**config.mk**
```make
export PLATFORM = sky130hd
export DESIGN_NAME = vpw_timebase
export DESIGN_NICKNAME = d
export VERILOG_FILES = /design/src/rtl/vpw_tbase_pkg.sv /design/src/rtl/vpw_tbase_cfg.sv /design/src/rtl/vpw_tbase_presc.sv /design/src/rtl/vpw_tbase_dur.sv /design/src/rtl/vpw_timebase.sv
export SDC_FILE = /design/constraint.sdc
export NUM_CORES = 1
export LEC_CHECK = 0
export BUFFER_PORTS_ARGS = -buffer_cell sky130_fd_sc_hd__buf_4
export CAP_MARGIN = 20
export CORE_UTILIZATION = 55
export CTS_CLUSTER_SIZE = 25
export DETAILED_ROUTE_END_ITERATION = 7
export PLACE_DENSITY = 0.83
export SYNTH_ARGS = -nofsm -noshare
export SYNTH_HDL_FRONTEND = slang
export SYNTH_SLANG_ARGS = --single-unit
```
**constraint.sdc**
```tcl
create_clock -name clk -period 3.05 [get_ports clk]
set_clock_uncertainty 0.2 [all_clocks]
set_input_delay 0.4575 -clock clk [delete_from_list [all_inputs] [get_ports clk]]
set_output_delay 0.4575 -clock clk [all_outputs]
set_load 0.03 [all_outputs]
```
**src/rtl/vpw_tbase_pkg.sv**
```systemverilog
package vpw_tbase_pkg;
  localparam int unsigned DIV_W     = 6;
  localparam int unsigned BRK_TICKS = 300;
  localparam int unsigned TMO_TICKS = 1000;
  localparam int unsigned FAST_MUL  = 4;

  typedef struct packed {
    logic             fast;
    logic [DIV_W-1:0] div;
  } tb_cfg_t;
endpackage

```
**src/rtl/vpw_tbase_cfg.sv**
```systemverilog
module vpw_tbase_cfg
  import vpw_tbase_pkg::*;
(
  input  logic       clk,
  input  logic       rst_n,
  input  logic       wr_i,
  input  logic [7:0] wdata_i,
  output tb_cfg_t    cfg_o,
  output logic       chg_o,
  output logic [7:0] rdata_o
);
  tb_cfg_t cfg_q;
  tb_cfg_t cfg_new;

  always_comb begin
    cfg_new.fast = wdata_i[7];
    cfg_new.div  = wdata_i[DIV_W-1:0];
  end

  assign chg_o = wr_i && (cfg_new != cfg_q);

  always_ff @(posedge clk or negedge rst_n) begin
    if (!rst_n)     cfg_q <= '0;
    else if (chg_o) cfg_q <= cfg_new;
  end

  assign cfg_o   = cfg_q;
  assign rdata_o = {cfg_q.fast, 1'b0, cfg_q.div};

  // no change strobe means the readback holds
  a_r9_same_write_stable: assert property (@(posedge clk) disable iff (!rst_n)
    !chg_o |=> $stable(rdata_o));
endmodule

```
**src/rtl/vpw_tbase_presc.sv**
```systemverilog
module vpw_tbase_presc #(
  parameter int unsigned DW = 6
) (
  input  logic          clk,
  input  logic          rst_n,
  input  logic [DW-1:0] div_i,
  input  logic          reload_i,
  output logic          tick_o
);
  logic [DW-1:0] cnt_q;

  always_ff @(posedge clk or negedge rst_n) begin
    if (!rst_n)               cnt_q <= '0;
    else if (reload_i)        cnt_q <= '0;
    else if (cnt_q == div_i)  cnt_q <= '0;
    else                      cnt_q <= cnt_q + 1'b1;
  end

  assign tick_o = (cnt_q == div_i);

  // count never passes the divider
  a_r2_cnt_within_div: assert property (@(posedge clk) disable iff (!rst_n)
    cnt_q <= div_i);
  // configuration change restarts the count
  a_r8_reload_zero: assert property (@(posedge clk) disable iff (!rst_n)
    reload_i |=> cnt_q == '0);
endmodule

```
**src/rtl/vpw_tbase_dur.sv**
```systemverilog
module vpw_tbase_dur #(
  parameter int unsigned NOM = 300,
  parameter int unsigned MUL = 4,
  parameter int unsigned CW  = $clog2(NOM*MUL + 1)
) (
  input  logic clk,
  input  logic rst_n,
  input  logic fast_i,
  input  logic tick_i,
  input  logic start_i,
  input  logic abort_i,
  output logic done_o
);
  localparam logic [CW-1:0] TERM_N = CW'(NOM);
  localparam logic [CW-1:0] TERM_F = CW'(NOM*MUL);

  logic          busy_q;
  logic [CW-1:0] cnt_q;
  logic [CW-1:0] term;

  assign term = fast_i ? TERM_F : TERM_N;

  always_ff @(posedge clk or negedge rst_n) begin
    if (!rst_n) begin
      busy_q <= 1'b0;
      cnt_q  <= '0;
      done_o <= 1'b0;
    end else begin
      done_o <= 1'b0;
      if (abort_i) begin
        busy_q <= 1'b0;
        cnt_q  <= '0;
      end else if (start_i) begin
        busy_q <= 1'b1;
        cnt_q  <= '0;
      end else if (busy_q && tick_i) begin
        if (cnt_q == term - 1'b1) begin
          busy_q <= 1'b0;
          cnt_q  <= '0;
          done_o <= 1'b1;
        end else begin
          cnt_q <= cnt_q + 1'b1;
        end
      end
    end
  end

  // done lasts one cycle
  a_r5_done_single: assert property (@(posedge clk) disable iff (!rst_n)
    done_o |=> !done_o);
  // running count stays below the mode's terminal count
  a_r7_cnt_below_term: assert property (@(posedge clk) disable iff (!rst_n)
    busy_q |-> cnt_q < term);
  // an abort silences the timer
  a_r8_abort_quiet: assert property (@(posedge clk) disable iff (!rst_n)
    abort_i |=> !done_o && !busy_q);
endmodule

```
**src/rtl/vpw_timebase.sv**
```systemverilog
module vpw_timebase
  import vpw_tbase_pkg::*;
#(
  parameter int unsigned BRK_NOM = BRK_TICKS,
  parameter int unsigned TMO_NOM = TMO_TICKS,
  parameter int unsigned MUL     = FAST_MUL
) (
  input  logic       clk,
  input  logic       rst_n,
  input  logic       cfg_wr,
  input  logic [7:0] cfg_wdata,
  output logic [7:0] cfg_rdata,
  input  logic       brk_start,
  input  logic       tmo_start,
  output logic       tick,
  output logic       brk_done,
  output logic       tmo_done
);
  localparam int unsigned NT = 2;
  localparam int unsigned NOMS [NT] = '{BRK_NOM, TMO_NOM};

  tb_cfg_t        cfg;
  logic           chg;
  logic [NT-1:0]  starts;
  logic [NT-1:0]  dones;

  vpw_tbase_cfg u_cfg (
    .clk(clk), .rst_n(rst_n), .wr_i(cfg_wr), .wdata_i(cfg_wdata),
    .cfg_o(cfg), .chg_o(chg), .rdata_o(cfg_rdata)
  );

  vpw_tbase_presc #(.DW(DIV_W)) u_presc (
    .clk(clk), .rst_n(rst_n), .div_i(cfg.div), .reload_i(chg), .tick_o(tick)
  );

  assign starts = {tmo_start, brk_start};

  for (genvar g = 0; g < NT; g++) begin : g_tmr
    vpw_tbase_dur #(.NOM(NOMS[g]), .MUL(MUL)) u_dur (
      .clk(clk), .rst_n(rst_n), .fast_i(cfg.fast), .tick_i(tick),
      .start_i(starts[g]), .abort_i(chg), .done_o(dones[g])
    );
  end

  assign brk_done = dones[0];
  assign tmo_done = dones[1];
endmodule

```
Word level (Yosys, flattened, before mapping)

Cells that the tools add are included.

Bits of input ports: 13
Output and inout port bits: 11
Register bits after elaboration: 40

$add $sub $neg: 5
Reduce and logical (&&, ||, !) cells: 9
Eq/ne operators: 4
Multiplexer cells: 28

Operators with widths:

| kind                  | count |
|---|---|
| $mux 12               | 5 |
| $mux 11               | 5 |
| $mux 1                | 16 |
| $add 12x1->12 const B | 1 |
| $eq 12x12->1          | 1 |
| $mux 6                | 2 |
| $reduce_bool 3->1     | 4 |
| $sub 12x1->12 const B | 1 |
| $add 11x1->11 const B | 1 |
| $eq 11x11->1          | 1 |
| $sub 11x1->11 const B | 1 |
| $ne 7x7->1            | 1 |
| $add 6x1->6 const B   | 1 |
| $eq 6x6->1            | 1 |
| $reduce_and 2->1      | 2 |
| $logic_and 1x1->1     | 3 |

Longest topological paths before layout

Gate-level depths: netlist of the first run.

Depth in word-level cells: 7
Depth in mapped cells: 7
Depth with buffers taken out: 6

Cells and area by module

A second synthesis of the first run with hierarchy kept.

Cells, all modules: 209
Area, all modules: 2199.6 um^2

By module, submodules not included:

| module                          | instances | area each (um^2) | cells each |
|---|---|---|---|
| vpw_tbase_dur at g_tmr[1].u_dur | 1         | 721.9            | 74 |
| vpw_tbase_dur at g_tmr[0].u_dur | 1         | 711.9            | 69 |
| vpw_tbase_cfg                   | 1         | 404.1            | 33 |
| vpw_tbase_presc                 | 1         | 361.6            | 33 |

Worst setup path before layout of the first run

No wires, ideal clock.

Path type: reg2reg
From: register u_cfg.cfg_q (netlist bit u_cfg.cfg_o[4])
To: register u_presc.cnt_q[2]
Setup slack: 872 ps
Clock period less this slack: 2178 ps
Buffers on the path: 1
Cell stages (with the launch flop): 8
Data arrival time: 1853 ps
Data required time: 2725 ps
Library setup time: 125 ps
Cell sequence: dfrtp_1 > xnor2_2 > nand4_1 > or2_2 > inv_1 > or2_2 > clkbuf_1 > nor2_1

Longest elaborated chain between the ends: 3
Elaborated cells on any way between the ends: 5
Those cells by class: 2 x eq/ne; 2 x mux; 1 x reduce/logical

RTL lines:

| item                   | line                  | source |
|---|---|---|
| from (decl)            | vpw_tbase_cfg.sv:12   | `tb_cfg_t cfg_q;` |
| from (signal assigned) | vpw_tbase_cfg.sv:24   | `else if (chg_o) cfg_q <= cfg_new;` |
| $eq 6x6->1             | n/a                   |  |
| net tick               | vpw_timebase.sv:15    | `output logic tick,` |
| $mux 6                 | vpw_tbase_presc.sv:15 | `else if (cnt_q == div_i) cnt_q <= '0;` |
| $mux 6                 | vpw_tbase_presc.sv:14 | `else if (reload_i) cnt_q <= '0;` |
| to (signal assigned)   | vpw_tbase_presc.sv:16 | `else cnt_q <= cnt_q + 1'b1;` |
| to (decl)              | vpw_tbase_presc.sv:10 | `logic [DW-1:0] cnt_q;` |

The timed path passes the listed nets, and every way through them passes these cells.
A chain may end at the register's enable or synchronous reset.

Final worst setup path of the first run

From: register u_cfg.cfg_q (netlist bit u_cfg.cfg_o[5])
To: output port tick

Longest elaborated chain between the ends: 1

RTL lines:

| item       | line                  | source |
|---|---|---|
| $eq 6x6->1 | vpw_tbase_presc.sv:19 | `assign tick_o = (cnt_q == div_i);` |
| to (decl)  | vpw_timebase.sv:15    |  |

No other way between the ends.

==> results.md, run 1 <==
- Least setup slack across all paths after layout: 0.6232 ns
- Number of antenna diodes: 0
- Most frequently used flop master after synthesis: sky130_fd_sc_hd__dfrtp_1
- Worst-margin pin slew: 1.003 ns
- DPL Wire Length: 3032 microns
- Cell taking the most area after synthesis: sky130_fd_sc_hd__dfrtp_1
- Worst relative slew slack: 33.04%
- Remaining Overflow, GRT: 0
- Storage element area: 0.001001 sq mm
- Clk Tree Root Cell: sky130_fd_sc_hd__clkbuf_8
- Die boundary height: 65.49 microns
- Share of synthesized registers carrying an async set or reset: 100.0%
- Area growth from synthesis to layout: 12.30%
- Number of resized instances in the post-cts repair step: 0
- Number of nets produced by synthesis: 242
- Maximum fanout encountered on the critical timing path: 4
- Most used standard cell by instance count after synthesis: sky130_fd_sc_hd__dfrtp_1
- CTS tree: built
- Hold Vio Cnt, Final: 0
- Share of the synthesized netlist area taken by xor and xnor gates: 9.650%
- Standard cell core area: 0.003771 sq mm
- Area of the die: 0.004289 sq mm
- Wire length per cell: 14.69 microns
- TritonCTS sink count: 40
- Largest stage delay on the critical path: 0.45 ns
- Kind of capture point of the worst setup path: output pin
- DRC errors left: 0
- Pre-CTS worst setup slack: 0.7108 ns
- Leakage power: 1.017 nW
- Number of levels the H-tree was split into: 2
- Adder and majority cell fraction of the synthesized area: 1.693%
- Peak supply drop: 0.3307 mV
- Die W: 65.49 microns
- Worst-case hold slack: 0.2053 ns
- Clock-pin slew of the registers on the worst-case setup and hold paths: 0.08 ns
- Crit share post-route: 79.57%
- Min-Delay Path Class: input port to register
- Multi-input gate area in the final layout: 0.001145 sq mm
- Post-synthesis instance area: 0.002217 sq mm
- Fraction of synthesized cell area taken by the top area cell type: 45.15%
- Number of buffers added on ports: 21
- Combinational family with the most area after synthesis: simple AND/OR/NAND/NOR gates
- Number of core rows: 22
- Element type at the critical path start: register
- Mean instance size in the synthesized netlist: 9.810 sq um
- Type of the setup path with the least slack: register to output pin
- Total via count after detailed routing: 1814
- Count of boundary I/O pins: 24
- Number of max-slew violations in the final report: 0
- Worst-case clock buffer depth: 2
- Gpl congestion: 0.8078
- Clock buffer count from CTS: 5
- Max-cap check violation count: 0
- Via count of the first global-routing pass: 1727
- Clock network latency to the later pin of the worst-skew pair: 0.29 ns
- Count of flip-flops with a built-in enable after synthesis: 0
- Ranking of synthesized cells by area: sky130_fd_sc_hd__dfrtp_1 45%, sky130_fd_sc_hd__nand3_1 5.9%, sky130_fd_sc_hd__xnor2_1 4.7%
- Post-synthesis cell type count: 38
- Total GRT Usage: 22.85%
- Number of storage elements in the synthesis netlist: 40
- Maximum number of pins on one net before global-route repair: 41
- Total routed wirelength: 4348 microns
- Filler cells: 302
- Initial antenna violation count: 0
- Fraction of layout instances using a drive strength above 1: 18.55%
- Hold Path Stages: 3
- Commonest cells in the netlist: 40 x sky130_fd_sc_hd__dfrtp_1, 26 x sky130_fd_sc_hd__nand3_1, 17 x sky130_fd_sc_hd__nor2_1
- Number of warnings printed during yosys synthesis: 0
- Initial Util: 58.79%
- CP required: 2.39 ns
- DR vias/cell: 6.128
- Total Neg Setup Slack: 0 ns
- RSZ-0062 raised after global routing: no
- Nets: 263
- Final core utilization: 66.03%
- Status: completed
- Peak Freq: 0.4121 GHz
- Min Clock Period, post-route: 2.427 ns
- Portion of netlist area occupied by mux cells: 4.458%
- First-pass GRT wire length: 7465 microns
- Synth Instances: 226
- Pre-Repair DR Iteration Count: 4
- Compound-Gate Fraction of Synth Area: 11.68%
- Data arrival time of the critical path: 1.77 ns
- Count of cells along the worst register-to-register path: 5
- Critical path's slowest cell: sky130_fd_sc_hd__dfrtp_1
- Crit-path cells: xnor2_1 > nand4_1 > or2_2 > inv_1 > buf_4
- DRT antenna net count: 0
- Power density of the placed cells: 432.1 mW/mm^2
- Area share of and/or/nand/nor cells after synthesis: 23.98%
- Total of endpoints with negative setup slack in the final report: 0
- Sequential share of the synthesized area: 45.15%
- Drt initial violations: 141
[per-layer routing]
metal | part of all wire, % | track usage [%]
met2 | 48 | 36.47
met3 | 4.6 | 5.208
met1 | 45 | 28.33
met5 | 0 | 0
met4 | 1.9 | 13.04
[where the power goes]
group          switching, mW  internal, mW
registers             0.0246         0.546
clock network          0.173         0.184
logic                 0.0841        0.0634
total                  0.282         0.794
[registers in the layout, summed over array words and instances, names as in the netlist]
register and cells:
u_cfg.cfg_o 7, g_tmr.u_dur.cnt_q 23, g_tmr.u_dur.busy_q 2, u_presc.cnt_q 6, g_tmr.u_dur.done_o 2
[final timing paths]
path / slack [ns] / startpoint / to
worst max-delay path: 0.62 / u_cfg.cfg_o[5]$_DFFE_PN0N_ / tick
worst min-delay path: 0.21 / tmo_start / g_tmr[1].u_dur.busy_q$_DFFE_PN0P_
worst max register to register: 0.68 / u_cfg.cfg_o[6]$_DFFE_PN0N_ / g_tmr[0].u_dur.busy_q$_DFFE_PN0P_
worst min register to register: 0.33 / g_tmr[1].u_dur.cnt_q[11]$_DFFE_PN0P_ / g_tmr[1].u_dur.cnt_q[11]$_DFFE_PN0P_
max in group asynchronous: 1.83 / rst_n / g_tmr[0].u_dur.busy_q$_DFFE_PN0P_
min in group asynchronous: 0.47 / rst_n / g_tmr[1].u_dur.cnt_q[10]$_DFFE_PN0P_
[final cells by class]
type | instances | area share [%]
inverter | 5 | 0.7538
tap | 48 | 2.412
timing repair buffer | 23 | 7.035
sequential | 40 | 40.20
multi-input combinational | 172 | 45.98
clock buffer | 8 | 3.618
[layout by cell type, fill, tap and decap left out, types with 2 or more instances in the layout]
| cell | netlist | final |
|---|---|---|
| sky130_fd_sc_hd__nand2_1 | 15 | 15 |
| sky130_fd_sc_hd__xnor2_1 | 12 | 12 |
| sky130_fd_sc_hd__o21ai_0 | 9 | 9 |
| sky130_fd_sc_hd__nand4_1 | 6 | 6 |
| sky130_fd_sc_hd__a31oi_1 | 7 | 7 |
| sky130_fd_sc_hd__buf_4 | 2 | 22 |
| sky130_fd_sc_hd__nand3b_1 | 2 | 2 |
| sky130_fd_sc_hd__nor3_1 | 5 | 5 |
| sky130_fd_sc_hd__xnor2_2 | 4 | 4 |
| sky130_fd_sc_hd__ha_1 | 3 | 3 |
| sky130_fd_sc_hd__nand4b_1 | 3 | 3 |
| sky130_fd_sc_hd__dfrtp_1 | 40 | 40 |
| sky130_fd_sc_hd__clkbuf_8 | 0 | 6 |
| sky130_fd_sc_hd__mux2_2 | 7 | 7 |
| sky130_fd_sc_hd__or2_2 | 5 | 5 |
| sky130_fd_sc_hd__nor2_1 | 17 | 17 |
| sky130_fd_sc_hd__nand3_1 | 26 | 26 |
| sky130_fd_sc_hd__xor2_1 | 5 | 5 |
| sky130_fd_sc_hd__mux2i_1 | 2 | 2 |
| sky130_fd_sc_hd__a311oi_1 | 7 | 7 |
| sky130_fd_sc_hd__and3_1 | 6 | 6 |
| sky130_fd_sc_hd__nor4b_1 | 2 | 2 |
| sky130_fd_sc_hd__inv_1 | 5 | 5 |
| sky130_fd_sc_hd__nor4_1 | 2 | 2 |
| sky130_fd_sc_hd__or3_1 | 4 | 4 |
| sky130_fd_sc_hd__clkbuf_1 | 3 | 2 |
| sky130_fd_sc_hd__a21oi_1 | 11 | 11 |
| sky130_fd_sc_hd__a41oi_1 | 3 | 3 |
[critical path, delay by kind of cell, from the launching register on]
| kind | cells | cell delay [ns] |
|---|---|---|
| AND/OR/NAND/NOR | 2 | 0.52 |
| flip-flops | 1 | 0.45 |
| XOR/XNOR | 1 | 0.28 |
| buffers and inverters | 2 | 0.25 |
[per-stage QoR]
| stage | total power [mW] | area, sq um | instances |
|---|---|---|---|
| after global routing | 1.124 | 2490 | 296 |
| after floorplan | 0.6754 | 2217 | 226 |
| after global placement | 0.7247 | 2390 | 287 |
| after detailed placement | 0.7287 | 2390 | 287 |
| after CTS | 1.085 | 2490 | 296 |
| final | 1.076 | 2490 | 296 |
[cells by family (layout without fill, tap and decap cells)]
group           count (synthesis)  in the layout
compound gates                 40             40
xor+xnor                       21             21
fa+ha+maj                       3              3
buf+inv                        14             36
flops                          40             40
mux                             9              9
other cells                     1              1
simple gates                   98             98
[repair_timing]
action                                  in CTS  in global routing
setup buffers                                0                  0
endpoints found under the setup margin       0                  0
hold endpoints to repair                    40                  0
hold buffers                                 1                  0
(Power assumes the default switching activity.)
==> run 2: changes to the inputs <==
==> constraint.sdc (replaced) <==
create_clock -name clk -period 2.55 [get_ports clk]
set_clock_uncertainty 0.2 [all_clocks]
set_input_delay 0.3825 -clock clk [delete_from_list [all_inputs] [get_ports clk]]
set_output_delay 0.3825 -clock clk [all_outputs]
set_load 0.03 [all_outputs]
==> run 2 against run 1 <==
Against the previous run:
- critical path depth unchanged
- first-iteration DRC count decreased by 34%
- final area up 0.55%
- combinational power is 19% higher
- hold slack lost 0.070 ns
- critical endpoint unchanged
- highest routed layer unchanged
==> results.md, run 2 (same netlist as run 1, synthesis figures left out) <==
- Instance area at placement: 0.002397 sq mm (+0.31%)
- Most frequent cells in the layout: 40 x sky130_fd_sc_hd__dfrtp_1, 26 x sky130_fd_sc_hd__nand3_1, 23 x sky130_fd_sc_hd__buf_4, 17 x sky130_fd_sc_hd__nor2_1, 15 x sky130_fd_sc_hd__nand2_1
- Pre-CTS worst setup slack: 0.2919 ns (-0.4188 ns)
- Number of antenna diodes: 0 (unchanged)
- Data arrival time of the critical path: 1.82 ns (+0.05 ns)
- Worst-case clock buffer depth: 2 (unchanged)
- Die boundary height: 65.49 microns (unchanged)
- Area growth from synthesis to layout: 12.92%
- Element type at the critical path start: register
- Power density of the placed cells: 525.3 mW/mm^2 (+22%)
- Total via count after detailed routing: 1786 (-1.5%)
- Area of the die: 0.004289 sq mm (unchanged)
- Clock buffer count from CTS: 5 (unchanged)
- Number of cells after detailed placement: 288 (+0.35%)
- First-pass GRT wire length: 7721 microns (+3.4%)
- DPL Wire Length: 3081 microns (+1.6%)
- Maximum fanout encountered on the critical timing path: 4 (unchanged)
- Min-Delay Path Class: input port to register
- RSZ-0062 raised after global routing: no
- Gpl congestion: 0.8396 (+3.9%)
- Clock network latency to the later pin of the worst-skew pair: 0.29 ns (about the same)
- Number of core rows: 22 (unchanged)
- Via count of the first global-routing pass: 1730 (+0.17%)
- Drt initial violations: 93 (-34%)
- Most common cell after layout, fill and taps aside: sky130_fd_sc_hd__dfrtp_1
- Number of max-slew violations in the final report: 0 (unchanged)
- Leakage power: 1.026 nW (+0.88%)
- Standard cell core area: 0.003771 sq mm (unchanged)
- Critical path's slowest cell: sky130_fd_sc_hd__dfrtp_1
- Status: completed
- Max reg flops: 23 (unchanged)
- CTS tree: built
- Count of boundary I/O pins: 24 (unchanged)
- DRC errors left: 0 (unchanged)
- Die W: 65.49 microns (unchanged)
- Number of levels the H-tree was split into: 2 (unchanged)
- Number of buffers added on ports: 21 (unchanged)
- Clk Tree Root Cell: sky130_fd_sc_hd__clkbuf_8
- Peak Freq: 0.4167 GHz
- Cell area after layout: 0.002504 sq mm (+0.55%)
- Wire length per cell: 15.21 microns (+3.5%)
- Worst path top cell family by delay: simple AND/OR/NAND/NOR gates
- Initial antenna violation count: 0 (unchanged)
- Fraction of layout instances using a drive strength above 1: 19.35% (+0.81 points)
- Peak supply drop: 0.3647 mV (+10%)
- Register ranked first by flip-flop count: g_tmr.u_dur.cnt_q
- Min Clock Period, post-route: 2.400 ns
- DRT antenna net count: 0 (unchanged)
- Total Neg Setup Slack: 0 ns (unchanged)
- Total GRT Usage: 23.93% (+1.1 points)
- Buffers plus inverters on the worst setup path: 2 (unchanged)
- Worst relative slew slack: 63.68% (+31 points)
- Remaining Overflow, GRT: 0 (unchanged)
- DR vias/cell: 6.034 (-1.5%)
- Max-cap check violation count: 0 (unchanged)
- Hold Vio Cnt, Final: 0 (unchanged)
- Total routed wirelength: 4501 microns (+3.5%)
- Non-filler cells in the finished layout: 296 (unchanged)
- Least setup slack across all paths after layout: 0.1502 ns (-0.4730 ns)
- Crit-path cells: xnor2_1 > nand4_1 > or2_2 > inv_1 > buf_4
- Initial Util: 58.79% (unchanged)
- Maximum number of pins on one net before global-route repair: 41 (unchanged)
- Worst-case hold slack: 0.1357 ns (-0.06960 ns)
- Crit share post-route: 94.11%
- CP required: 1.97 ns (-0.42 ns)
- Kind of capture point of the worst setup path: output pin
- TritonCTS sink count: 40 (unchanged)
- Total of endpoints with negative setup slack in the final report: 0 (unchanged)
- Worst-margin pin slew: 0.5407 ns (-0.4626 ns)
- Type of the setup path with the least slack: register to output pin
- Clock-pin slew of the registers on the worst-case setup and hold paths: 0.07 ns (about the same)
- Nets: 264 (+0.38%)
- Largest stage delay on the critical path: 0.44 ns (about the same)
- Pre-Repair DR Iteration Count: 4 (unchanged)
run 2: cell type report:
type | count | area [sq um]
timing repair buffer | 24 | 182.7
clock buffer | 7 | 96.34
sequential | 40 | 1001
multi-input combinational | 172 | 1145
tap | 48 | 60.06
fill | 303 | 1267
inverter | 5 | 18.77
run 2: routing by layer:
| layer | vias up | track usage [%] | share of wire, % |
|---|---|---|---|
| li1 | 874 | - | - |
| met1 | 869 | 30.12 | 46 |
| met2 | 38 | 39.69 | 49 |
| met3 | 5 | 6.597 | 3.8 |
| met4 | 0 | 7.609 | 1.0 |
| met5 | - | 0 | 0 |
run 2: repair_timing:
item / 4_1_cts / 5_1_grt
endpoints found under the hold margin: 40 / 0
setup buffers: 0 / 0
hold buffers: 1 / 0
gates resized for setup: 0 / 0
run 2: where the power goes:
part / internal [mW] / switching [mW] / leakage (nW) / total, mW
Combinational: 0.0758 / 0.100 / 0.438 / 0.176
Sequential: 0.653 / 0.0302 / 0.538 / 0.683
Clock: 0.241 / 0.215 / 0.0503 / 0.456
run 2: final timing paths:
check / from / slack (ns) / to / cells past startpoint
worst min-delay path: cfg_wdata[5] / 0.14 / u_cfg.cfg_o[5]$_DFFE_PN0N_ / 2
worst max-delay path: u_cfg.cfg_o[1]$_DFFE_PN0N_ / 0.15 / tick / 5
worst max register to register: u_cfg.cfg_o[6]$_DFFE_PN0N_ / 0.26 / g_tmr[0].u_dur.cnt_q[2]$_DFFE_PN0P_ / 5
max in group asynchronous: rst_n / 1.38 / u_cfg.cfg_o[1]$_DFFE_PN0N_ / 2
min in group asynchronous: rst_n / 0.40 / g_tmr[1].u_dur.cnt_q[10]$_DFFE_PN0P_ / 2
worst min register to register: u_presc.cnt_q[0]$_DFF_PN0_ / 0.34 / u_presc.cnt_q[0]$_DFF_PN0_ / 1
run 2: stage by stage:
stage          util [%]  power (mW)
2_1_floorplan         -      0.8078
3_3_place_gp      63.57      0.8669
3_5_place_dp      63.57      0.8715
4_1_cts           66.39       1.322
5_1_grt           66.39       1.373
6_report          66.39       1.315
